`config.mk`:
```
export PLATFORM = sky130hd
export DESIGN_NAME = ycc422_rgb565
export DESIGN_NICKNAME = d
export VERILOG_FILES = /design/src/rtl/ycc_pkg.sv /design/src/rtl/ycc_coef_bank.sv /design/src/rtl/ycc_term_stage.sv /design/src/rtl/ycc_clamp.sv /design/src/rtl/ycc_sum_stage.sv /design/src/rtl/ycc422_rgb565.sv
export SDC_FILE = /design/constraint.sdc
export NUM_CORES = 2
export LEC_CHECK = 0
export ABC_AREA = 1
export BUFFER_PORTS_ARGS = -buffer_cell sky130_fd_sc_hd__buf_4
export CAP_MARGIN = 10
export CORE_MARGIN = 1.5
export CORE_UTILIZATION = 30
export DETAILED_ROUTE_END_ITERATION = 10
export GPL_TIMING_DRIVEN = 0
export PLACE_DENSITY = 0.56
export SLEW_MARGIN = 10
export SYNTH_ARGS = -nofsm -noshare
export SYNTH_HDL_FRONTEND = slang
export SYNTH_SLANG_ARGS = --single-unit
```
`constraint.sdc`:
```
create_clock -name clk -period 12.7 [get_ports clk]
set_input_delay 0 -clock clk [delete_from_list [all_inputs] [get_ports clk]]
set_output_delay 0 -clock clk [all_outputs]
set_load 0.05 [all_outputs]
```
`src/rtl/ycc_pkg.sv`:
```
package ycc_pkg;
  localparam int PIX_W     = 8;
  localparam int COEF_W    = 16;
  localparam int FRAC_BITS = 13;
  localparam int ACC_W     = COEF_W + PIX_W + 3;
  localparam int R_W       = 5;
  localparam int G_W       = 6;
  localparam int B_W       = 5;
  localparam int PX_W      = R_W + G_W + B_W;

  typedef enum logic [2:0] {
    CI_LUMA = 3'd0,
    CI_CR_R = 3'd1,
    CI_CR_G = 3'd2,
    CI_CB_G = 3'd3,
    CI_CB_B = 3'd4
  } coef_idx_e;

  typedef struct packed {
    logic signed [COEF_W-1:0] luma;
    logic signed [COEF_W-1:0] cr_r;
    logic signed [COEF_W-1:0] cr_g;
    logic signed [COEF_W-1:0] cb_g;
    logic signed [COEF_W-1:0] cb_b;
  } coef_set_t;
endpackage

```
`src/rtl/ycc_coef_bank.sv`:
```
module ycc_coef_bank
  import ycc_pkg::*;
(
  input  logic              clk,
  input  logic              rst,
  input  logic              we,
  input  logic [2:0]        sel,
  input  logic [COEF_W-1:0] data,
  output coef_set_t         coefs
);
  always_ff @(posedge clk) begin
    if (rst) begin
      coefs <= '0;
    end else if (we) begin
      case (coef_idx_e'(sel))
        CI_LUMA: coefs.luma <= data;
        CI_CR_R: coefs.cr_r <= data;
        CI_CR_G: coefs.cr_g <= data;
        CI_CB_G: coefs.cb_g <= data;
        CI_CB_B: coefs.cb_b <= data;
        default: ;
      endcase
    end
  end
endmodule

```
`src/rtl/ycc_term_stage.sv`:
```
module ycc_term_stage
  import ycc_pkg::*;
(
  input  logic                       clk,
  input  logic                       rst,
  input  logic                       adv,
  input  coef_set_t                  k,
  input  logic [1:0][PIX_W-1:0]      y,
  input  logic [PIX_W-1:0]           cb,
  input  logic [PIX_W-1:0]           cr,
  output logic [1:0][ACC_W-1:0]      lum_t,
  output logic [ACC_W-1:0]           red_t,
  output logic [ACC_W-1:0]           grn_t,
  output logic [ACC_W-1:0]           blu_t
);
  localparam int PW1   = PIX_W + 1;
  localparam int MID   = 1 << (PIX_W - 1);
  localparam int BLACK = 16 << (PIX_W - 8);

  function automatic logic signed [ACC_W-1:0] mulx(
    input logic signed [COEF_W-1:0] a,
    input logic signed [PW1-1:0]    b
  );
    return ACC_W'(a) * ACC_W'(b);
  endfunction

  logic signed [PW1-1:0] cb_c, cr_c;
  assign cb_c = $signed({1'b0, cb}) - PW1'(MID);
  assign cr_c = $signed({1'b0, cr}) - PW1'(MID);

  for (genvar l = 0; l < 2; l++) begin : g_luma
    logic signed [PW1-1:0] yd;
    logic        [ACC_W-1:0] lt_q;
    assign yd = $signed({1'b0, y[l]}) - PW1'(BLACK);
    always_ff @(posedge clk) begin
      if (rst)      lt_q <= '0;
      else if (adv) lt_q <= mulx(k.luma, yd);
    end
    assign lum_t[l] = lt_q;
  end

  // chroma products formed once per pair and shared by both luma samples
  always_ff @(posedge clk) begin
    if (rst) begin
      red_t <= '0;
      grn_t <= '0;
      blu_t <= '0;
    end else if (adv) begin
      red_t <= mulx(k.cr_r, cr_c);
      grn_t <= mulx(k.cr_g, cr_c) + mulx(k.cb_g, cb_c);
      blu_t <= mulx(k.cb_b, cb_c);
    end
  end
endmodule

```
`src/rtl/ycc_clamp.sv`:
```
module ycc_clamp
  import ycc_pkg::*;
#(
  parameter int OUT_W = 5
) (
  input  logic signed [ACC_W-1:0] acc,
  output logic [OUT_W-1:0]        q
);
  localparam int HALF = 1 << (FRAC_BITS - 1);
  localparam int TOP  = (1 << PIX_W) - 1;

  logic signed [ACC_W-1:0] rnd, sh, sat;

  always_comb begin
    rnd = acc + ACC_W'(HALF);
    sh  = rnd >>> FRAC_BITS;
    if (sh < 0)                 sat = '0;
    else if (sh > ACC_W'(TOP))  sat = ACC_W'(TOP);
    else                        sat = sh;
    q = OUT_W'(sat >> (PIX_W - OUT_W));
  end
endmodule

```
`src/rtl/ycc_sum_stage.sv`:
```
module ycc_sum_stage
  import ycc_pkg::*;
(
  input  logic                  clk,
  input  logic                  rst,
  input  logic                  adv,
  input  logic [1:0][ACC_W-1:0] lum_t,
  input  logic [ACC_W-1:0]      red_t,
  input  logic [ACC_W-1:0]      grn_t,
  input  logic [ACC_W-1:0]      blu_t,
  output logic [1:0][PX_W-1:0]  pix
);
  for (genvar p = 0; p < 2; p++) begin : g_pix
    logic signed [ACC_W-1:0] rs, gs, bs;
    logic [R_W-1:0] rq;
    logic [G_W-1:0] gq;
    logic [B_W-1:0] bq;
    logic [PX_W-1:0] px_q;

    assign rs = $signed(lum_t[p]) + $signed(red_t);
    assign gs = $signed(lum_t[p]) + $signed(grn_t);
    assign bs = $signed(lum_t[p]) + $signed(blu_t);

    ycc_clamp #(.OUT_W(R_W)) u_r (.acc(rs), .q(rq));
    ycc_clamp #(.OUT_W(G_W)) u_g (.acc(gs), .q(gq));
    ycc_clamp #(.OUT_W(B_W)) u_b (.acc(bs), .q(bq));

    always_ff @(posedge clk) begin
      if (rst)      px_q <= '0;
      else if (adv) px_q <= {rq, gq, bq};
    end
    assign pix[p] = px_q;
  end
endmodule

```
`src/rtl/ycc422_rgb565.sv`:
```
module ycc422_rgb565
  import ycc_pkg::*;
#(
  parameter int CNT_W = 16
) (
  input  logic                clk,
  input  logic                rst,
  input  logic                cfg_we,
  input  logic [2:0]          cfg_sel,
  input  logic [COEF_W-1:0]   cfg_data,
  input  logic                start,
  input  logic [CNT_W-1:0]    pix_count,
  input  logic                in_valid,
  output logic                in_ready,
  input  logic [PIX_W-1:0]    in_y0,
  input  logic [PIX_W-1:0]    in_y1,
  input  logic [PIX_W-1:0]    in_cb,
  input  logic [PIX_W-1:0]    in_cr,
  output logic                out_valid,
  input  logic                out_ready,
  output logic [2*PX_W-1:0]   out_word,
  output logic                done
);
  coef_set_t             coefs;
  logic                  adv, in_fire, out_fire, busy;
  logic                  v1, v2;
  logic [CNT_W-1:0]      in_left, out_left, pairs;
  logic [1:0][ACC_W-1:0] lum_t;
  logic [ACC_W-1:0]      red_t, grn_t, blu_t;
  logic [1:0][PX_W-1:0]  pix;

  assign adv      = !out_valid || out_ready;
  assign in_ready = (in_left != '0) && adv;
  assign in_fire  = in_valid && in_ready;
  assign out_fire = out_valid && out_ready;
  assign busy     = (out_left != '0);
  assign pairs    = pix_count >> 1;

  ycc_coef_bank u_coef (
    .clk(clk), .rst(rst), .we(cfg_we), .sel(cfg_sel), .data(cfg_data),
    .coefs(coefs)
  );

  ycc_term_stage u_term (
    .clk(clk), .rst(rst), .adv(adv), .k(coefs),
    .y({in_y1, in_y0}), .cb(in_cb), .cr(in_cr),
    .lum_t(lum_t), .red_t(red_t), .grn_t(grn_t), .blu_t(blu_t)
  );

  ycc_sum_stage u_sum (
    .clk(clk), .rst(rst), .adv(adv),
    .lum_t(lum_t), .red_t(red_t), .grn_t(grn_t), .blu_t(blu_t),
    .pix(pix)
  );

  // stage valids and packing register
  always_ff @(posedge clk) begin
    if (rst) begin
      v1        <= 1'b0;
      v2        <= 1'b0;
      out_valid <= 1'b0;
      out_word  <= '0;
    end else if (adv) begin
      v1        <= in_fire;
      v2        <= v1;
      out_valid <= v2;
      out_word  <= {pix[1], pix[0]};
    end
  end

  // run control
  always_ff @(posedge clk) begin
    if (rst) begin
      in_left  <= '0;
      out_left <= '0;
      done     <= 1'b0;
    end else if (start && !busy) begin
      in_left  <= pairs;
      out_left <= pairs;
      done     <= (pairs == '0);
    end else begin
      if (in_fire)  in_left <= in_left - 1'b1;
      if (out_fire) begin
        out_left <= out_left - 1'b1;
        if (out_left == CNT_W'(1)) done <= 1'b1;
      end
    end
  end

  p_hold_stall_r8: assert property (@(posedge clk) disable iff (rst)
    out_valid && !out_ready |=> out_valid && $stable(out_word));

  p_no_take_stall_r8: assert property (@(posedge clk) disable iff (rst)
    out_valid && !out_ready |-> !in_ready);

  p_in_le_out_r9: assert property (@(posedge clk) disable iff (rst)
    in_left <= out_left);

  p_no_extra_word_r9: assert property (@(posedge clk) disable iff (rst)
    out_fire |-> out_left != '0);

  p_done_idle_r10: assert property (@(posedge clk) disable iff (rst)
    done |-> !out_valid);

  p_done_cause_r10: assert property (@(posedge clk) disable iff (rst)
    $rose(done) |-> $past(start) || $past(out_fire));
endmodule

```
**Word level (Yosys, flattened, before mapping)**

Cells that the tools add are included.

- Input bits: 73
- Output and inout port bits: 35
- Register bits: 315

- $add $sub $neg: 19
- Equality and inequality tests: 5
- $lt $le $gt $ge: 12
- $mul: 6
- Reductions and logical operators: 21
- Mux-type cells: 19

Operator list:

| kind | count |
|---|---|
| 27-bit adder | 7 |
| 27-bit by 14-bit adder with 27-bit output (second input constant) | 6 |
| 16-bit by 9-bit multiplier with 25-bit output | 6 |
| 8-bit two-way mux | 12 |
| 14-bit by 9-bit > comparator with 1-bit output (second input constant) | 6 |
| 14-bit by 1-bit less-than comparator with 1-bit output (second input constant) | 6 |
| 15-bit two-way mux | 4 |
| 16-bit nonzero test | 2 |
| 16-bit by 1-bit subtractor with 16-bit output (second input constant) | 2 |
| 8-bit by 5-bit subtractor with 9-bit output (second input constant) | 2 |
| 8-bit by 8-bit subtractor with 9-bit output (second input constant) | 2 |
| 16-bit by 1-bit == test with 1-bit output (second input constant) | 1 |
| 16-bit zero test | 1 |
| 2-bit AND reduction | 6 |
| 3-bit by 2-bit == test with 1-bit output (second input constant) | 2 |
| 2-bit nonzero test | 3 |
| 1-bit logical AND | 4 |
| 3-bit by 1-bit == test with 1-bit output (second input constant) | 1 |
| 3-bit == test (second input constant) | 1 |
| 3-bit zero test | 1 |
| 1-bit two-way mux | 3 |
| 1-bit zero test | 2 |
| 2-bit OR reduction | 1 |
| 1-bit logical OR | 1 |

**Logic depth before layout (Yosys ltp)**

- Word-level depth: 6
- Mapped depth: 36

**Cells and area by module**

From an unflattened synthesis, not the netlist that was laid out.

- Cell total of the unflattened synthesis: 8837
- Area, all modules: 58647.5 um^2

By module, submodules not included:

| module | area an instance (um^2) | times used | cells an instance |
|---|---|---|---|
| ycc_term_stage | 36802.8 | 1 | 4874 |
| ycc_sum_stage | 12610.8 | 1 | 2509 |
| ycc422_rgb565 | 3563.4 | 1 | 540 |
| ycc_coef_bank | 3290.7 | 1 | 464 |
| ycc_clamp at u_sum.g_pix[0].u_b ... | 395.4 | 4 | 78 |
| ycc_clamp at u_sum.g_pix[0].u_g ... | 399.1 | 2 | 69 |

**Worst setup path after synthesis**

Ideal clock, no wire load.

- Path kind: register -> register
- Start point: reg, netlist name u_coef.coefs[40]
- End point: reg u_term.grn_t[23]
- Path slack: 6.689 ns
- Period minus slack after synthesis: 6.011 ns
- Stages on the path, launching flop included: 33
- Arrival time: 5.954 ns
- Path through: dfxtp_1 > clkbuf_1 > nand2_1 > fa_1 > inv_1 > fa_1 > fa_1 > fa_1 > inv_1 > fa_1 > inv_1 > ha_1 > a21oi_1 > nand2_1 > a21oi_1 > o21ai_1 > nand2_1 > nand2_1 > nand2_1 > nand2_1 > a31oi_1 > xor2_1 > inv_1 > ha_1 > nand2_1 > nor4_1 > nand3b_1 > nand3_1 > a21o_1 > a21oi_1 > o21ai_1 > nand3_1 > inv_1

- Cells in the longest elaborated chain, start to end: 2

RTL lines:

| element | RTL line | text |
|---|---|---|
| 16-bit by 9-bit multiplier with 25-bit output | ycc_term_stage.sv:24 | `return ACC_W'(a) * ACC_W'(b);` |
| 27-bit adder | ycc_term_stage.sv:50 | `grn_t <= mulx(k.cr_g, cr_c) + mulx(k.cb_g, cb_c);` |
| to (signal assigned) | ycc_term_stage.sv:50 |  |
| to (decl) | ycc_term_stage.sv:13 | `output logic [ACC_W-1:0] grn_t,` |

Every way passes these cells.
A chain may end at the register's enable or synchronous reset.

**Worst setup path in the final report**

- Start point: reg, netlist name u_coef.coefs[31]
- End point: reg u_term.grn_t[25]

- Cells in the longest elaborated chain, start to end: 2

RTL lines:

| element | RTL line |
|---|---|
| 16-bit by 9-bit multiplier with 25-bit output | ycc_term_stage.sv:24 |
| 27-bit adder | ycc_term_stage.sv:50 |

Every way passes these cells.

==> impl_metrics.csv <==
group,metric,value,unit
sta,max_slew_margin,12.94,%
final_layout,final_cells,10136,
global_route,grt_pass1_wl,288000,microns
detailed_routing,wire_per_inst,18.37,microns
global_route,grt_max_degree,13,
die,fp-row-count,155,
worst_hold_path,min_path_type,"in -> reg",
die,initial_core_util,30.28,%
synthesis,yosys.cell_types.count,64,
power_and_ir_drop,p_leak,33.16,nW
detailed_routing,vias,48230,
power_and_ir_drop,power_frac_clock,18.3,%
clock_tree,cts-buffers-inserted,43,
synthesis,ys_ff_latch,307,
synthesis,synth_ff_type,"dfxtp_1",
flow_run,drv_cap,0,
worst_setup_path,end_kind,"flip-flop",
power_and_ir_drop,p_int,0.003461,W
global_route,antenna_found_initial,4,
sta,slew_viol_final,0,
synthesis,synth_area,54150,sq um
worst_setup_path,cpPeakStageDelay,0.63,ns
global_route,grt_pass1_vias,48155,
sta,fmax,135.1,MHz
worst_setup_path,critPathArrivalTime,7.88,ns
worst_setup_path,crit_family,"adder cells",
sta,finalCritPeriodShare,58.28,%
placement,place_inst,10008,
power_and_ir_drop,peakVddDrop,0.09020,mV
clock_tree,clk_pin_slew_worst_paths,0.07,ns
final_layout,syn_to_final_growth,10.42,%
detailed_routing,drc,0,
power_and_ir_drop,power_frac_seq,20.4,%
worst_setup_path,worstPathMaxFanout,9,
final_layout,fin_nets,9166,
clock_tree,ctsHtreeMaxLevel,2,
die,die_w,427.9,microns
synthesis,ys_seq_area_share,11.35,%
global_route,grt_usage,20.30,%
clock_tree,clock_path_buffers,3,
die,die-area,183100,sq um
worst_setup_path,crit_buf_inv,5,
power_and_ir_drop,power.switching,0.003725,W
synthesis,yosysWarnings,0,
worst_setup_path,cpMostUsedCell,"nand2_1",
synthesis,synthCells,7557,
power_and_ir_drop,power_frac_comb,61.3,%
sta,worst_pin_slew,1.303,ns
detailed_routing,drtIter0Drc,3265,
placement,hpwl,158500,microns
sta,fin_crit,7.401,ns
synthesis,syn_avg_cell_area,7.166,sq um
die,coreArea,178800,sq um
detailed_routing,wirelength,186200,microns
worst_setup_path,worst_ep_required_time,13.18,ns
die,fp.dieH,427.9,microns
global_route,grt.overflow.total,0,
placement,port_buffers,95,
detailed_routing,ant_nets,0,
sta,rsz0062_at_grt,"false",
final_layout,drive_above_1_share,4.102,%
power_and_ir_drop,swShare,51.83,%
die,ios,108,
power_and_ir_drop,pwr_density_cell,120.2,nW/um^2
status,status,"finished, final reports clean",
detailed_routing,drt_pass1_iterations,6,
worst_setup_path,path_class,"reg -> reg",
sta,hold_violations,0,
detailed_routing,vias_per_cell,4.758,
worst_setup_path,crit_slowest_cell,"fa_1",
placement,place.gp.congestion,0.9305,
synthesis,synth_edf_count,0,
synthesis,synthArstFlopShare,0,%
clock_tree,tritoncts,"built",
sta,finalSetupViolCount,0,
clock_tree,clk_latency,0.63,ns
synthesis,syn-num-nets,8977,
sta,finClkSkew,0.04018,ns
clock_tree,cts-root-buf,"clkbuf_16",
worst_setup_path,setup.worst_path.start_class,"flip-flop",
clock_tree,clock_sinks,307,
sta,finalSetupTns,0,ns
## cell usage after synthesis (all sizes together), types with 2 or more instances
master     n  area [sq um]
nand2   1979          7486
inv     1589          5964
fa       719         14390
ha       628          7858
nor2     621          2391
a21oi    376          1957
o21ai    314          1575
dfxtp    307          6146
clkbuf   240         908.4
nand3    170         870.8
xor2     120          1051
xnor2     79         691.9
o21bai    69         518.0
nand4     57         356.6
o211ai    43         322.8
or2       40         252.7
a31oi     39         244.0
nor3      30         170.2
a21o      22         165.2
nor4      17         112.6
buf       13         68.81
nand3b    11         82.58
o31ai     11         82.58
o21a       8         60.06
o221ai     8         70.07
a21boi     5         41.29
a22oi      5         37.54
and2       5         31.28
clkinv     5         20.01
o211a      5         50.05
a211oi     4         30.03
and3       4         25.02
nor3b      3         22.52
a31o       2         17.52
o221a      2         22.52
## power groups by stage
| stage | clock (W) | combinational [W] | sequential, W |
|---|---|---|---|
| after floorplan | 0 | 0.00297 | 0.00139 |
| after CTS | 0.00134 | 0.00438 | 0.00146 |
| final | 0.00131 | 0.00441 | 0.00147 |
| after detailed placement | 0 | 0.00433 | 0.00148 |
| after global routing | 0.00137 | 0.00494 | 0.00148 |
| after global placement | 0 | 0.00431 | 0.00147 |
## timing repair
item | in CTS | in global routing
resized for setup | 0 | 0
buffers inserted | 0 | 0
endpoints found under the hold margin | 102 | 0
hold buffers | 48 | 0
endpoints found under the setup margin | 0 | 0
## metal layers
layer / wire length [microns] / up-vias / share of wire, % / GRT usage, %
met3: 9392 / 202 / 5.0 / 2.013
met5: 9 / - / 0.0048 / 0
met4: 5036 / 2 / 2.7 / 5.275
met2: 85040 / 1235 / 46 / 33.58
li1: - / 23476 / - / -
met1: 86730 / 23315 / 47 / 28.19
## area by class of cell
type / instances / area (sq um)
Fill cell: 19323 / 119000
Timing Repair Buffer: 144 / 1209
Buffer: 253 / 978.4
Clock buffer: 51 / 1146
Tap cell: 2355 / 2947
Clock inverter: 25 / 331.6
Multi-Input combinational cell: 5403 / 41040
Sequential cell: 307 / 6146
Inverter: 1594 / 5984
Antenna cell: 4 / 10.01
## state kept, by name, summed over array words and instances, names as in the netlist
register	cells
u_coef.coefs	80
u_term.g_luma.lt_q	50
out_word	32
u_sum.g_pix.px_q	32
u_term.grn_t	27
u_term.blu_t	25
u_term.red_t	25
in_left	16
out_left	16
done	1
out_valid	1
v1	1
v2	1
## path summary, 6_finish.rpt
| path | from | end | slack (ns) | cells past startpoint |
|---|---|---|---|---|
| setup reg to reg | u_coef.coefs[31] | u_term.grn_t[25] | 5.30 | 28 |
| hold / removal | in_y0[0] | u_term.g_luma[0].lt_q[0] | 0.04 | 3 |
| setup / recovery | u_coef.coefs[31] | u_term.grn_t[25] | 5.30 | 28 |
| hold reg to reg | u_sum.g_pix[0].px_q[7] | u_sum.g_pix[0].px_q[7] | 0.46 | 2 |
## worst register-to-register path, delay by kind of cell, from the launching register on
family                   cells  cell delay (ns)
buffers and inverters        5             0.76
XOR/XNOR                     1             0.53
AND/OR/NAND/NOR             11             2.02
flip-flops                   1             0.31
AO/OA/AOI/OAI                4             0.49
adder cells (fa/ha/maj)      7             3.19
## through the flow
stage | power [W] | setup WS, ns | utilization (%) | hold WS (ns) | instance area [sq um]
CTS | 0.007177 | 5.399 | 33.44 | 0.03400 | 59790
global placement | 0.005782 | 4.959 | 32.33 | 0.2892 | 57810
detailed placement | 0.005804 | 4.908 | 32.34 | 0.3181 | 57830
global route | 0.007790 | 4.841 | 33.44 | 0.05338 | 59790
floorplan | 0.004367 | 6.689 | - | 0.1349 | 54150
finish | 0.007186 | 5.299 | 33.44 | 0.04261 | 59800
## kinds of logic after synthesis
| kind of cell | share of synthesized area, % |
|---|---|
| AO/OA/AOI/OAI | 9.670 |
| XOR/XNOR | 3.219 |
| buffers and inverters | 12.86 |
| adder cells (fa/ha/maj) | 41.09 |
| AND/OR/NAND/NOR | 21.82 |
| flip-flops | 11.35 |
## cell usage in the layout (no fill, tap or decap), types with 17 or more instances in the layout
cell	synthesis	layout
dfxtp_1	307	307
nand2_2	17	17
clkbuf_16	0	43
nand4_1	57	57
nand2_1	1960	1960
xor2_1	120	120
buf_4	1	96
a21oi_1	358	358
o21ai_0	281	281
xnor2_1	79	79
a21o_1	22	22
nor3_1	26	26
dlygate4sd3_1	0	48
o21bai_1	69	69
o211ai_1	43	43
a21oi_2	17	17
clkbuf_1	234	237
fa_1	719	719
nor2_1	601	601
nand3_1	166	166
ha_1	628	628
o21ai_1	32	32
a31oi_1	39	39
nor2_2	18	18
inv_2	26	26
or2_2	35	35
inv_1	1563	1563
Power figures use the tool's default switching activity.
